File: src/rtl/bcg_pkg.sv
package bcg_pkg;

    localparam int LG_MAX = 3;
    localparam int BEAT_W = LG_MAX;

    typedef enum logic {
        BT_SEQ   = 1'b0,
        BT_INTLV = 1'b1
    } burst_type_e;

    typedef struct packed {
        logic [1:0]  lg;
        burst_type_e btype;
    } burst_mode_t;

    typedef struct packed {
        logic [BEAT_W-1:0] idx;
        logic              active;
        logic              last;
    } beat_state_t;

    function automatic logic [1:0] code_to_lg(input logic [1:0] code);
        return (code == 2'd0) ? 2'd1 : code;
    endfunction

    function automatic logic [BEAT_W-1:0] lg_mask(input logic [1:0] lg);
        return BEAT_W'((1 << lg) - 1);
    endfunction

endpackage

File: src/rtl/bcg_mode_decode.sv
module bcg_mode_decode
    import bcg_pkg::*;
(
    input  logic [1:0]  blen_code_i,
    input  logic        btype_i,
    output burst_mode_t mode_o
);
    always_comb begin
        mode_o.lg    = code_to_lg(blen_code_i);
        mode_o.btype = burst_type_e'(btype_i);
    end
endmodule

File: src/rtl/bcg_beat_ctr.sv
module bcg_beat_ctr
    import bcg_pkg::*;
(
    input  logic        clk,
    input  logic        rst,
    input  logic        start_i,
    input  logic [1:0]  lg_i,
    output beat_state_t state_o
);
    logic [BEAT_W-1:0] idx_q;
    logic              active_q;
    logic              at_last;

    assign at_last = active_q && (idx_q == lg_mask(lg_i));

    always_ff @(posedge clk) begin
        if (rst) begin
            idx_q    <= '0;
            active_q <= 1'b0;
        end else if (start_i) begin
            idx_q    <= '0;
            active_q <= 1'b1;
        end else if (active_q) begin
            if (at_last) begin
                active_q <= 1'b0;
                idx_q    <= '0;
            end else begin
                idx_q <= idx_q + 1'b1;
            end
        end
    end

    always_comb begin
        state_o.idx    = idx_q;
        state_o.active = active_q;
        state_o.last   = at_last;
    end
endmodule

File: src/rtl/bcg_col_map.sv
module bcg_col_map
    import bcg_pkg::*;
#(
    parameter int COL_W = 10
) (
    input  logic [COL_W-1:0]  base_i,
    input  burst_mode_t       mode_i,
    input  logic [BEAT_W-1:0] idx_i,
    output logic [COL_W-1:0]  col_o
);
    localparam int HI_W = COL_W - BEAT_W;

    logic [BEAT_W-1:0] mask;
    logic [BEAT_W-1:0] seed;
    logic [BEAT_W-1:0] offs;
    logic [BEAT_W-1:0] low;

    always_comb begin
        mask = lg_mask(mode_i.lg);
        seed = base_i[BEAT_W-1:0];
        if (mode_i.btype == BT_INTLV) begin
            offs = seed ^ idx_i;
        end else begin
            offs = seed + idx_i;
        end
        low   = (seed & ~mask) | (offs & mask);
        col_o = {base_i[COL_W-1:BEAT_W], low};
    end

    if (HI_W < 1) begin : g_bad_width
        initial $error("COL_W must exceed the in-block width");
    end
endmodule

File: src/rtl/bcg_burst_addr_gen.sv
module bcg_burst_addr_gen
    import bcg_pkg::*;
#(
    parameter int COL_W = 10
) (
    input  logic             clk,
    input  logic             rst,
    input  logic             start_i,
    input  logic [COL_W-1:0] start_col_i,
    input  logic [1:0]       blen_code_i,
    input  logic             btype_i,
    output logic [COL_W-1:0] col_o,
    output logic             beat_valid_o,
    output logic             last_o,
    output logic             busy_o
);
    burst_mode_t      mode_in;
    burst_mode_t      mode_q;
    logic [COL_W-1:0] base_q;
    beat_state_t      beat;

    bcg_mode_decode u_decode (
        .blen_code_i (blen_code_i),
        .btype_i     (btype_i),
        .mode_o      (mode_in)
    );

    always_ff @(posedge clk) begin
        if (rst) begin
            mode_q <= '{lg: 2'd1, btype: BT_SEQ};
            base_q <= '0;
        end else if (start_i) begin
            mode_q <= mode_in;
            base_q <= start_col_i;
        end
    end

    bcg_beat_ctr u_ctr (
        .clk     (clk),
        .rst     (rst),
        .start_i (start_i),
        .lg_i    (mode_q.lg),
        .state_o (beat)
    );

    bcg_col_map #(.COL_W(COL_W)) u_map (
        .base_i (base_q),
        .mode_i (mode_q),
        .idx_i  (beat.idx),
        .col_o  (col_o)
    );

    assign beat_valid_o = beat.active;
    assign last_o       = beat.last;
    assign busy_o       = start_i | beat.active;
endmodule

File: config.mk
export PLATFORM = sky130hd
export DESIGN_NAME = bcg_burst_addr_gen
export DESIGN_NICKNAME = d
export VERILOG_FILES = /design/src/rtl/bcg_pkg.sv /design/src/rtl/bcg_mode_decode.sv /design/src/rtl/bcg_beat_ctr.sv /design/src/rtl/bcg_col_map.sv /design/src/rtl/bcg_burst_addr_gen.sv
export SDC_FILE = /design/constraint.sdc
export NUM_CORES = 1
export LEC_CHECK = 0
export ABC_CLOCK_PERIOD_IN_PS = 4280
export BUFFER_PORTS_ARGS = -buffer_cell sky130_fd_sc_hd__buf_2
export CORE_MARGIN = 4
export CORE_UTILIZATION = 52
export CTS_CLUSTER_SIZE = 12
export DETAILED_ROUTE_END_ITERATION = 8
export PLACE_DENSITY = 0.86
export SYNTH_ARGS = -nofsm -noshare
export SYNTH_HDL_FRONTEND = slang
export SYNTH_SLANG_ARGS = --single-unit
File: constraint.sdc
create_clock -name clk -period 4.28 [get_ports clk]
set_clock_uncertainty 0.2 [all_clocks]
set_input_delay 0.428 -clock clk [delete_from_list [all_inputs] [get_ports clk]]
set_output_delay 0.428 -clock clk [all_outputs]
set_load 0.005 [all_outputs]
==> metrics <==
Die ar.=0.00247 mm^2; syn nets=113; grt ovf=0; compound-gate portion of the synthesized area=9.29%; Critical Path Fanout Max=8; I/O Buffers=28; Internal Pwr Total=227 uW; dpl hpwl=1.32 mm; CP startpoint kind=flop; Clock power frac=27.0%; clock root buffer=clkbuf_4; Min-Delay Startpoint=start_col_i[9]; hold-critical path endpoint=base_q[9]; DP Worst Slack=1860 ps; MaxCap Viol Count=0; RSZ-0062 raised after global routing=false; worst min-delay path class=primary input to flop; 1st-iter DRT viols=5; H-tree depth=1; Crit path buffers/inverters=2; vias in the first global route=692; post-synthesis simple-gate area fraction=18.2%; PD cells=299 mW/mm^2; core footprint=0.00158 mm^2; worst reg2reg startpoint=mode_q[2]; Seq/Total Area, Yosys=37.7%; critical path class=flop to output port; # rows=14; Filler Cell Count=139; slowest stage cell, crit path=dfxtp_1; Layout area overhead=11.4%; clock period minus final worst setup slack=2740 ps; clock transition at the registers of the reported paths=90 ps; worst-path cell chain=ha_1 > inv_1 > fa_1 > nor2_1 > xnor2_1 > and3_2 > xor2_1 > buf_2; clk sinks=17; Critical Path Sink Type=output port; Post-Syn Instances=93; Setup Buffers After CTS=0; routed vias=685; WHS Path Cells=3; DRT Pass-1 Iters=3; DRC viols=0; mux share of post-synthesis cell area=14.6%; max-slew violation count=0; placed inst area=978 um^2; Yosys warnings=0; initial antenna violation count=0; Total Routing Usage GR=15.1%; ANT cells=0; Clock Tree Buf Depth=2; proportion of layout cells with a drive suffix above 1=34.2%; final std cell area, no fill=0.00100 mm^2; Hold Vio Cnt, Final=0; I/O pin cnt=29; Psw=73.5 uW; most frequent cells in the layout=buf_2 (28), nor2_1 (17), dfxtp_1 (17), mux2i_1 (12), inv_1 (4); Die Width=49.7 um; synthesis-stage register bit count=17; RR Endpoint=u_ctr.idx_q[2]; first-pass GRT wire length=2.95 mm; Synth cell types=33; routability cong.=0.722; setup TNS=0 ps; Post-Synth Adder-Cell Area=6.38%; maximum vdd drop=0.000209 V; Post-CTS Resized=0; Worst-Skew Late Latency=280 ps; largest net degree at the start of global routing=19; Least-Margin Pin Slew=425 ps; worst path arrival time=2110 ps; Flop pwr share=58.1%; commonest non-fill, non-tap cell in the layout=buf_2; Final Cycle Share=64.0%; Sw Share=24.5%; DR WL/cell=12.9 um; Max Freq=365 MHz; Final ANT Viol Nets=0; CTS tree=yes; status=complete, no violations; final WL=1.68 mm; Die Span Y=49.7 um; main combinational cell family by area after synthesis=simple AND/OR/NAND/NOR gates; Post-Syn Area per Cell=9.70 um^2; mapped cell area=902 um^2; leakage=0.505 nW; R2R Setup Slk=2550 ps; vias per inst=5.27; Rel. slew slack=71.7%; fin nets=135; Initial Util=57.2%; hold-fix buffers at CTS=0; number of CTS-inserted buffers=3; combinational group share of total power=14.9%; setup ws final=1540 ps; family with the most delay on the worst path=adder cells; Max stage delay on crit path=490 ps; Post-Synth XOR/XNOR Area=2.91%; Worst Reg2Reg Path Length in Cells=4; final setup fails=0; WP data required=3650 ps
[area by class of cell]
type | instances | area [um^2] | share of cell area (%)
flip-flops and latches | 17 | 340 | 33.9
multi-input cells | 61 | 463 | 46.1
clock buffers | 4 | 26.3 | 2.62
well taps | 16 | 20.0 | 1.99
repair buffers | 28 | 140 | 13.9
inverters | 4 | 15.0 | 1.49
[routing by layer]
layer	part of all wire [%]	up-vias	global-route usage (%)
li1	-	351	-
met1	42	317	17.4
met2	53	17	28.4
met3	5.5	0	2.41
met4	0	0	4.15
met5	0	-	0
[cells by family (layout without fill, tap and decap cells)]
logic type / after synthesis / in the layout
muxes: 13 / 13
xor gates and xnor gates: 3 / 3
AOI/OAI and AO/OA: 11 / 11
and+or+nand+nor: 30 / 30
buffers and inverters: 15 / 36
adders and majority gates: 4 / 4
DFF: 17 / 17
[power by group through the flow]
stage | combinational (mW) | sequential, mW | clock (mW)
finish | 0.0447 | 0.175 | 0.0810
CTS | 0.0456 | 0.175 | 0.0835
floorplan | 0.0349 | 0.176 | 0
global route | 0.0506 | 0.176 | 0.0926
detailed placement | 0.0454 | 0.178 | 0
global placement | 0.0435 | 0.178 | 0
[synthesized netlist by cell type, drive strengths merged]
cell type  instances  share of area, %
nor2              18               8.3
dfxtp             17                38
mux2i             12                13
buf               10               8.9
inv                4               1.7
a21oi              3               1.7
ha                 3               4.2
a41o               2               2.4
nand2b             2               1.4
nand3b             2               1.7
xor2               2               1.9
a21boi             1              0.83
a31o               1              0.97
and3               1              0.83
clkbuf             1              0.42
fa                 1               2.2
mux2               1               1.2
nand2              1              0.42
nand3              1              0.55
nor3b              1               1.4
nor4               1              0.69
nor4b              1              0.97
o21a               1              0.83
o21ai              1              0.55
o21ba              1               1.1
o2bb2ai            1              0.97
or2                1              0.69
or4                1               1.2
xnor2              1              0.97
[worst reg2reg max path, cell delays in order, from the launching register on]
cell and delay (ps):
dfxtp_1 400, or4_4 590, nor2_4 110, nor3b_2 70, a41o_1 260
[sequential cells by signal (all words and copies together), names as in the netlist]
| signal | cells |
|---|---|
| base_q | 10 |
| mode_q | 3 |
| u_ctr.active_q | 1 |
| u_ctr.idx_q | 3 |
[worst max path at each step]
stage / cells after the start / endpoint / from
after CTS: 8 / col_o[2] / u_ctr.idx_q[0]
after detailed placement: 8 / col_o[2] / u_ctr.idx_q[0]
after floorplan: 7 / col_o[2] / u_ctr.idx_q[0]
after global routing: 8 / col_o[2] / u_ctr.idx_q[0]
after global placement: 8 / col_o[2] / u_ctr.idx_q[0]
final: 8 / col_o[2] / u_ctr.idx_q[0]
[stage by stage]
step	utilization [%]	hold WS (ps)	std cells	total power, mW
2_1_floorplan	-	262	93	0.210
3_3_place_gp	62.1	269	126	0.221
3_5_place_dp	62.1	279	126	0.224
4_1_cts	63.7	179	130	0.304
5_1_grt	63.7	197	130	0.319
6_report	63.7	182	130	0.300
Power figures use the tool's default switching activity.
